**src/rtl/spi_fe_pkg.sv**
```systemverilog
package spi_fe_pkg;

  // Synchronized pin bundle, one bit per pin.
  typedef struct packed {
    logic sck;
    logic csn;
    logic holdn;
    logic mosi;
  } pins_t;

  localparam int PIN_W = $bits(pins_t);

  // Idle pin levels that the synchronizers assume out of reset.
  localparam pins_t PIN_IDLE = '{sck: 1'b0, csn: 1'b1, holdn: 1'b1, mosi: 1'b0};

endpackage

```
**src/rtl/spi_fe_sync.sv**
```systemverilog
module spi_fe_sync #(
  parameter int          STAGES  = 2,
  parameter int          W       = 4,
  parameter logic [W-1:0] RST_VAL = '0
) (
  input  logic         clk,
  input  logic         rst_n,
  input  logic [W-1:0] d_i,
  output logic [W-1:0] q_o
);

  logic [W-1:0] stage_q [STAGES];

  always_ff @(posedge clk or negedge rst_n) begin
    if (!rst_n) begin
      for (int i = 0; i < STAGES; i++) stage_q[i] <= RST_VAL;
    end else begin
      stage_q[0] <= d_i;
      for (int i = 1; i < STAGES; i++) stage_q[i] <= stage_q[i-1];
    end
  end

  assign q_o = stage_q[STAGES-1];

endmodule

```
**src/rtl/spi_fe_hold.sv**
```systemverilog
module spi_fe_hold (
  input  logic clk,
  input  logic rst_n,
  input  logic csn_s,
  input  logic sck_s,
  input  logic holdn_s,
  output logic paused_o
);

  logic paused_q, paused_d;

  // A pause is entered or left only while the clock is low. When hold is
  // asserted with the clock high, entry waits until the clock falls; the
  // shifter still acts on that edge because it looks at the old state.
  always_comb begin
    paused_d = paused_q;
    if (csn_s) begin
      paused_d = 1'b0;
    end else if (!paused_q) begin
      if (!holdn_s && !sck_s) paused_d = 1'b1;
    end else if (holdn_s && !sck_s) begin
      paused_d = 1'b0;
    end
  end

  always_ff @(posedge clk or negedge rst_n) begin
    if (!rst_n) paused_q <= 1'b0;
    else        paused_q <= paused_d;
  end

  assign paused_o = paused_q;

  // a pause only starts from a selected cycle with hold low
  a_r4_pause_cause: assert property (@(posedge clk) disable iff (!rst_n)
    $rose(paused_q) |-> $past(!holdn_s && !csn_s));

  // a pause only ends through deselect or hold high with clock low
  a_r7_release_cause: assert property (@(posedge clk) disable iff (!rst_n)
    $fell(paused_q) |-> ($past(csn_s) || $past(holdn_s && !sck_s)));

endmodule

```
**src/rtl/spi_fe_shift.sv**
```systemverilog
module spi_fe_shift #(
  parameter int BYTE_W = 8,
  localparam int CNT_W = $clog2(BYTE_W)
) (
  input  logic              clk,
  input  logic              rst_n,
  input  logic              csn_s,
  input  logic              cs_fall,
  input  logic              cs_rise,
  input  logic              sck_rise,
  input  logic              sck_fall,
  input  logic              mosi_s,
  input  logic              paused_i,
  input  logic [BYTE_W-1:0] tx_byte_i,
  output logic              miso_o,
  output logic              tx_take_o,
  output logic [BYTE_W-1:0] rx_byte_o,
  output logic              rx_valid_o,
  output logic              end_o,
  output logic              end_aligned_o
);

  localparam logic [CNT_W-1:0] LAST = CNT_W'(BYTE_W - 1);

  logic [CNT_W-1:0]  cnt_q, cnt_d;
  logic [BYTE_W-1:0] txsh_q, txsh_d, rxsh_q, rxsh_d, rxb_q, rxb_d;
  logic              miso_q, miso_d, fresh_q, fresh_d;
  logic              rxv_q, rxv_d, take_q, take_d, end_q, end_d, al_q, al_d;
  logic              act, rx_load, tx_load;

  assign act     = !csn_s && !paused_i;
  assign tx_load = cs_fall || (act && sck_fall && cnt_q == '0 && !fresh_q);

  always_comb begin
    cnt_d   = cnt_q;
    txsh_d  = txsh_q;
    rxsh_d  = rxsh_q;
    rxb_d   = rxb_q;
    miso_d  = miso_q;
    fresh_d = fresh_q;
    rx_load = 1'b0;
    take_d  = 1'b0;
    end_d   = 1'b0;
    al_d    = 1'b0;
    if (csn_s) begin
      cnt_d   = '0;
      fresh_d = 1'b0;
      if (cs_rise) begin
        end_d = 1'b1;
        al_d  = (cnt_q == '0);
      end
    end else begin
      if (tx_load) begin
        miso_d  = tx_byte_i[BYTE_W-1];
        txsh_d  = {tx_byte_i[BYTE_W-2:0], 1'b0};
        take_d  = 1'b1;
        fresh_d = cs_fall;
      end else if (act && sck_fall && !(cnt_q == '0 && fresh_q)) begin
        miso_d = txsh_q[BYTE_W-1];
        txsh_d = {txsh_q[BYTE_W-2:0], 1'b0};
      end
      if (act && sck_rise) begin
        rxsh_d  = {rxsh_q[BYTE_W-2:0], mosi_s};
        fresh_d = 1'b0;
        if (cnt_q == LAST) begin
          cnt_d   = '0;
          rx_load = 1'b1;
          rxb_d   = {rxsh_q[BYTE_W-2:0], mosi_s};
        end else begin
          cnt_d = cnt_q + 1'b1;
        end
      end
    end
    rxv_d = rx_load;
  end

  always_ff @(posedge clk or negedge rst_n) begin
    if (!rst_n) begin
      cnt_q   <= '0;
      txsh_q  <= '0;
      rxsh_q  <= '0;
      miso_q  <= 1'b0;
      fresh_q <= 1'b0;
      rxv_q   <= 1'b0;
      take_q  <= 1'b0;
      end_q   <= 1'b0;
      al_q    <= 1'b0;
    end else begin
      cnt_q   <= cnt_d;
      txsh_q  <= txsh_d;
      rxsh_q  <= rxsh_d;
      miso_q  <= miso_d;
      fresh_q <= fresh_d;
      rxv_q   <= rxv_d;
      take_q  <= take_d;
      end_q   <= end_d;
      al_q    <= al_d;
    end
  end

  always_ff @(posedge clk or negedge rst_n) begin
    if (!rst_n)       rxb_q <= '0;
    else if (rx_load) rxb_q <= rxb_d;
  end

  assign miso_o        = miso_q;
  assign tx_take_o     = take_q;
  assign rx_byte_o     = rxb_q;
  assign rx_valid_o    = rxv_q;
  assign end_o         = end_q;
  assign end_aligned_o = al_q;

  // the byte strobe never lasts two cycles
  a_r1_single_pulse: assert property (@(posedge clk) disable iff (!rst_n)
    rxv_q |=> !rxv_q);

  // a selected, paused cycle leaves the bit count untouched
  a_r7_count_frozen: assert property (@(posedge clk) disable iff (!rst_n)
    (paused_i && !csn_s) |=> $stable(cnt_q));

endmodule

```
**src/rtl/spi_fe_top.sv**
```systemverilog
module spi_fe_top #(
  parameter int BYTE_W      = 8,
  parameter int SYNC_STAGES = 2
) (
  input  logic              clk,
  input  logic              rst_n,
  input  logic              sck_i,
  input  logic              csn_i,
  input  logic              holdn_i,
  input  logic              mosi_i,
  input  logic [BYTE_W-1:0] tx_byte_i,
  output logic              miso_o,
  output logic              miso_oe_o,
  output logic              tx_take_o,
  output logic [BYTE_W-1:0] rx_byte_o,
  output logic              rx_valid_o,
  output logic              end_o,
  output logic              end_aligned_o
);

  import spi_fe_pkg::*;

  pins_t pins_raw, pins_s;
  logic  sck_d, csn_d, paused;
  logic  sck_rise, sck_fall, cs_rise, cs_fall;

  assign pins_raw = '{sck: sck_i, csn: csn_i, holdn: holdn_i, mosi: mosi_i};

  spi_fe_sync #(
    .STAGES (SYNC_STAGES),
    .W      (PIN_W),
    .RST_VAL(PIN_IDLE)
  ) u_sync (
    .clk  (clk),
    .rst_n(rst_n),
    .d_i  (pins_raw),
    .q_o  (pins_s)
  );

  // Previous synchronized levels for edge detection
  always_ff @(posedge clk or negedge rst_n) begin
    if (!rst_n) begin
      sck_d <= PIN_IDLE.sck;
      csn_d <= PIN_IDLE.csn;
    end else begin
      sck_d <= pins_s.sck;
      csn_d <= pins_s.csn;
    end
  end

  assign sck_rise = pins_s.sck && !sck_d;
  assign sck_fall = !pins_s.sck && sck_d;
  assign cs_rise  = pins_s.csn && !csn_d;
  assign cs_fall  = !pins_s.csn && csn_d;

  spi_fe_hold u_hold (
    .clk     (clk),
    .rst_n   (rst_n),
    .csn_s   (pins_s.csn),
    .sck_s   (pins_s.sck),
    .holdn_s (pins_s.holdn),
    .paused_o(paused)
  );

  spi_fe_shift #(.BYTE_W(BYTE_W)) u_shift (
    .clk          (clk),
    .rst_n        (rst_n),
    .csn_s        (pins_s.csn),
    .cs_fall      (cs_fall),
    .cs_rise      (cs_rise),
    .sck_rise     (sck_rise),
    .sck_fall     (sck_fall),
    .mosi_s       (pins_s.mosi),
    .paused_i     (paused),
    .tx_byte_i    (tx_byte_i),
    .miso_o       (miso_o),
    .tx_take_o    (tx_take_o),
    .rx_byte_o    (rx_byte_o),
    .rx_valid_o   (rx_valid_o),
    .end_o        (end_o),
    .end_aligned_o(end_aligned_o)
  );

  // Hold forces high impedance even before the pause is taken
  assign miso_oe_o = !pins_s.csn && !paused && pins_s.holdn;

  // hold seen low on a selected falling edge ends in a pause
  a_r5_deferred_entry: assert property (@(posedge clk) disable iff (!rst_n)
    (sck_fall && !pins_s.holdn && !pins_s.csn && !paused) |=> paused);

  // a deselected cycle is never followed by an enabled output
  a_r8_desel_quiet: assert property (@(posedge clk) disable iff (!rst_n)
    (pins_s.csn && csn_i) |=> !miso_oe_o);

endmodule

```
**config.mk**
```make
export PLATFORM = sky130hd
export DESIGN_NAME = spi_fe_top
export DESIGN_NICKNAME = d
export VERILOG_FILES = /design/src/rtl/spi_fe_pkg.sv /design/src/rtl/spi_fe_sync.sv /design/src/rtl/spi_fe_hold.sv /design/src/rtl/spi_fe_shift.sv /design/src/rtl/spi_fe_top.sv
export SDC_FILE = /design/constraint.sdc
export NUM_CORES = 1
export LEC_CHECK = 0
export BUFFER_PORTS_ARGS = -buffer_cell sky130_fd_sc_hd__buf_2
export CAP_MARGIN = 20
export CORE_UTILIZATION = 58
export DETAILED_ROUTE_END_ITERATION = 16
export GPL_ROUTABILITY_DRIVEN = 1
export GPL_TIMING_DRIVEN = 0
export PLACE_DENSITY = 0.82
export SLEW_MARGIN = 25
export SYNTH_ARGS = -nofsm -noshare
export SYNTH_HDL_FRONTEND = slang
export SYNTH_SLANG_ARGS = --single-unit
```
**constraint.sdc**
```tcl
create_clock -name clk -period 4.8 [get_ports clk]
set_input_delay 0.96 -clock clk [delete_from_list [all_inputs] [get_ports clk]]
set_output_delay 0.96 -clock clk [all_outputs]
set_load 0.03 [all_outputs]
```
# ---- After elaboration in Yosys (flattened, before gate mapping)
# Cells that the tools add are included.
dict set report op_classes {
  n_div 0
  shifts 0
  add_sub_neg 1
  eq_ne 1
  n_mul 0
  n_bitwise 1
  n_reduce_logical 30
  mux 23
  magnitude_cmp 0
}
# operator count
set ops {}
lappend ops {{$mux 1} 18}
lappend ops {{$mux 8} 2}
lappend ops {{$logic_and 1x1->1} 14}
lappend ops {{$mux 3} 3}
lappend ops {{$logic_not 1->1} 8}
lappend ops {{$reduce_and 2->1} 2}
lappend ops {{$reduce_and 4->1} 1}
lappend ops {{$reduce_bool 2->1} 2}
lappend ops {{$add 3x1->3 const B} 1}
lappend ops {{$eq 3x3->1 const B} 1}
lappend ops {{$logic_not 3->1} 1}
lappend ops {{$reduce_bool 3->1} 1}
lappend ops {{$logic_or 1x1->1} 1}
lappend ops {{$not 1->1} 1}
dict set report totals {
  latchBits 0
  ram_bits 0
  elab_cells 71
  memories 0
  mem_bits_ro 0
  ff_bits 43
  output_inout_bits 14
}

# ---- Logic depth before layout (Yosys ltp)
dict set report logic_depth {
  ltp_word 9
  mapped_depth 5
  depth_no_buf 5
}

# ---- Modules after synthesis
# From an unflattened synthesis, not the netlist that was laid out.
dict set report hier_totals {
  hier_cells 114
  hier_area_um2 1710.4
}
# mod area_each_um2 cells_per_inst n_inst seq_area_each_um2
set modules_own_cells {}
lappend modules_own_cells {spi_fe_shift 1336.3 91 1 775.7}
lappend modules_own_cells {spi_fe_sync 235.2 12 1 205.2}
lappend modules_own_cells {spi_fe_top 95.1 7 1 51.3}
lappend modules_own_cells {spi_fe_hold 43.8 4 1 25.0}

# ---- Worst setup path after synthesis
# OpenSTA, ideal clock, no wires.
dict set report synth_path {
  kind {reg2out}
  startpoint {reg u_sync.stage_q (netlist bit u_sync.q_o[1])}
  endpoint {out miso_oe_o}
  path_stages_with_launch 2
  required_ps 3840
  arrival_time_ps 1243
  setup_slack_ps 2597
  path_cell_list {dfstp_2 -> nor3b_1}
}
dict set report synth_via {
  elab_chain_len 1
}
# item line
set synth_lines {}
lappend synth_lines {{start, declared} spi_fe_sync.sv:12} ;# logic [W-1:0] stage_q [STAGES];
lappend synth_lines {{$logic_and 1x1->1} spi_fe_top.sv:85} ;# assign miso_oe_o = !pins_s.csn && !paused && pins_s.holdn;
lappend synth_lines {{end, declared} spi_fe_top.sv:13} ;# output logic miso_oe_o,
# No other way between the ends.

# ---- Worst setup path in the final report
# Same ends and word-level chain as after synthesis.

==> results.md <==
- Status: finished clean
- Clk pwr share: 25.3%
- Setup bufs post-CTS: 0
- Top cell type's share of synthesized area: 56.1%
- Syn nets: 136
- Final Setup Violations: 0
- Logic pwr share: 12.3%
- Hold WC Path Type: reg -> reg
- Routed Antenna Nets: 0
- IR drop worst, VDD: 0.000271 V
- Critical Path Start Type: flip-flop
- FF-to-FF path depth: 4
- Sw Share: 24.7%
- Share of layout cells above drive strength 1: 40.3%
- DR vias: 1006
- Worst r2r dst: u_shift.txsh_q[3]
- Post-route setup TNS: 0 ns
- Final Max Tran Viols: 0
- Arrival @ worst endpoint: 1.26 ns
- RSZ-0062 raised after global routing: false
- CP Cell Sequence: nor3b_1, buf_2
- Vias in the first global route: 969
- Hold Startpoint: u_sync.stage_q[4]
- CP endpoint kind: output pin
- Initial antenna violation count: 0
- Final #Nets: 170
- Die Span Y: 55.3 um
- I/O pin cnt: 28
- CP top delay family: flip-flops
- Post-synthesis cell type count: 27
- Psw: 0.168 mW
- Via-per-instance ratio: 5.47
- Clock latency at the later pin of the worst-skew pair: 0.34 ns
- Design Power: 0.680 mW
- LEAKAGE: 0.993 nW
- Final min period: 2.22 ns
- Global-route wire length before repair: 4000 um
- Area growth syn-to-layout: 14.1%
- Leading area contributor after synthesis: dfrtp_1
- Inst Count DP: 176
- Wirelength per Cell: 12.8 um
- DRC violations left: 0
- Routed WL: 2350 um
- Sinks on Clock Net: 42
- Cell area after layout: 0.00188 mm2
- TritonCTS clock tree: done
- Main area contributors after synthesis: dfrtp_1 (56%), mux2_2 (10%), dfstp_2 (8.0%), inv_1 (4.3%), a222oi_1 (4.2%)
- Commonest non-fill, non-tap cells in the layout: dfrtp_1 (37), buf_2 (28), inv_1 (19)
- PortBufs: 27
- Hold Crit Depth: 0
- Reg clk slew, reported paths: 0.11 ns
- Clock tree buffer depth: 2
- Final hold vios: 0
- N_diodes: 0
- Post-route non-filler standard cell count: 184
- First drt pass iteration count: 5
- R2r startpoint: u_sync.q_o[2]
- Core area: 0.00259 mm2
- Largest net degree at the start of global routing: 43
- R2r setup slk: 2.89 ns
- Die width: 55.3 um
- Sequential power share: 62.3%
- Fmax: 450 MHz
- #FFs+latches synth: 42
- Share of the yosys chip area belonging to registers: 64.1%
- CP max FO: 2
- CTS Hold Buffers Added: 0
- CTS Buf Count: 5
- CTS root buffer: clkbuf_4
- Die ar.: 0.00306 mm2
- Setup CP Type: reg -> out
- Gpl congestion: 0.723
- CP max stage cell: dfstp_2
- Fillers: 177
- Synthesized area: 0.00165 mm2
- Dpl hpwl: 1690 um
- Starting Density: 63.7%
- Final Skew: 0.00661 ns
- Cell Pwr Density: 362 mW/mm2
- Worst Tran Pin Value: 0.882 ns
- Required time of the critical path: 3.84 ns
- Gr ovfl total: 0
- Total Routing Usage GR: 17.1%
- Post-synthesis cell count: 119
- CTS H-tree depth: 2
- Int Power: 0.512 mW
- Post-CTS resize count: 0
- Row cnt: 18
- Worst slew margin: 41.2%
- Max-cap violations: 0
- Placed Instance Area: 0.00182 mm2
- Hold endpoint: u_sync.q_o[0]
- Commonest non-fill, non-tap cell in the layout: dfrtp_1
- Crit share post-route: 46.3%
- Yosys warning total: 0
- Delay of the slowest cell on the worst path: 0.54 ns
- First DRT Iteration DRCs: 33
- Syn Area/Cell: 13.9 um2
- Worst Path Buf+Inv: 1
-- area by class of cell --
class	instances	area (um2)	area share, %
Buffer	3	20.0	1.06
Clock buffer	7	55.1	2.93
Inverter	19	71.3	3.79
Timing Repair Buffer	27	135	7.18
Tap cell	30	37.5	1.99
Multi-Input combinational cell	55	500	26.6
Clock inverter	1	5.00	0.266
Sequential cell	42	1060	56.2
-- flip-flops by register name, indices dropped and copies added (netlist names), 3 cells and up --
| name | count |
|---|---|
| u_sync.q_o | 4 |
| u_shift.rx_byte_o | 8 |
| u_shift.rxsh_q | 7 |
| u_shift.cnt_q | 3 |
| u_shift.txsh_q | 7 |
| u_sync.stage_q | 4 |
-- power groups by stage --
stage                     logic [mW]  registers (mW)  clock network, mW
after floorplan               0.0564           0.429                  0
after global placement        0.0813           0.428                  0
after detailed placement      0.0857           0.432                  0
after CTS                     0.0858           0.424              0.181
after global routing          0.0931           0.430              0.193
final                         0.0840           0.424              0.172
-- how the worst max path moves through the flow --
stage	startpoint	endpoint	slack, ns	depth (start not counted)
global route	u_sync.q_o[1]	miso_oe_o	2.49	2
detailed placement	u_sync.q_o[2]	u_shift.txsh_q[3]	2.91	4
finish	u_sync.q_o[1]	miso_oe_o	2.58	2
floorplan	u_sync.q_o[1]	miso_oe_o	2.60	1
CTS	u_sync.q_o[1]	miso_oe_o	2.54	2
global placement	u_sync.q_o[2]	u_shift.txsh_q[2]	2.93	4
-- cell usage after synthesis --
master / count
dfstp_2: 5
a22o_1: 1
o31ai_1: 2
nand3b_1: 1
a32o_2: 1
nand2_1: 2
a21oi_1: 1
nand2b_1: 1
mux2_2: 15
dfrtp_1: 37
nor2_1: 11
buf_1: 1
nor2b_1: 1
and3_1: 1
o21a_1: 1
a222oi_1: 7
nor3b_1: 1
buf_2: 1
or4b_4: 1
buf_6: 1
ha_1: 3
o41ai_4: 1
and2b_1: 1
a211oi_2: 1
nor4b_4: 1
a31o_2: 1
inv_1: 19
-- kinds of logic (layout without fill, tap and decap cells) --
group	Yosys count	after routing	synth area share [%]
DFF	42	42	64.1
adders and majority gates	3	3	2.28
buffers and inverters	22	57	5.54
AOI/OAI and AO/OA	16	16	10.1
and+or+nand+nor	21	21	7.74
muxes	15	15	10.2
-- through the flow --
| stage | hold WS [ns] | utilization (%) | setup slack (ns) |
|---|---|---|---|
| 6_report | 0.360 | 72.7 | 2.58 |
| 5_1_grt | 0.366 | 72.7 | 2.49 |
| 4_1_cts | 0.363 | 72.7 | 2.54 |
| 3_5_place_dp | 0.336 | 70.3 | 2.91 |
| 3_3_place_gp | 0.335 | 70.3 | 2.93 |
| 2_1_floorplan | 0.331 | - | 2.60 |
-- metal layers --
layer | track usage [%] | wire length, um | share of wire (%)
met1 | 19.4 | 1070 | 46
met4 | 10.7 | 61 | 2.6
met5 | 0 | 0 | 0
met3 | 4.22 | 87 | 3.7
met2 | 28.9 | 1130 | 48
Note: power is estimated with default switching activity, not from simulation.
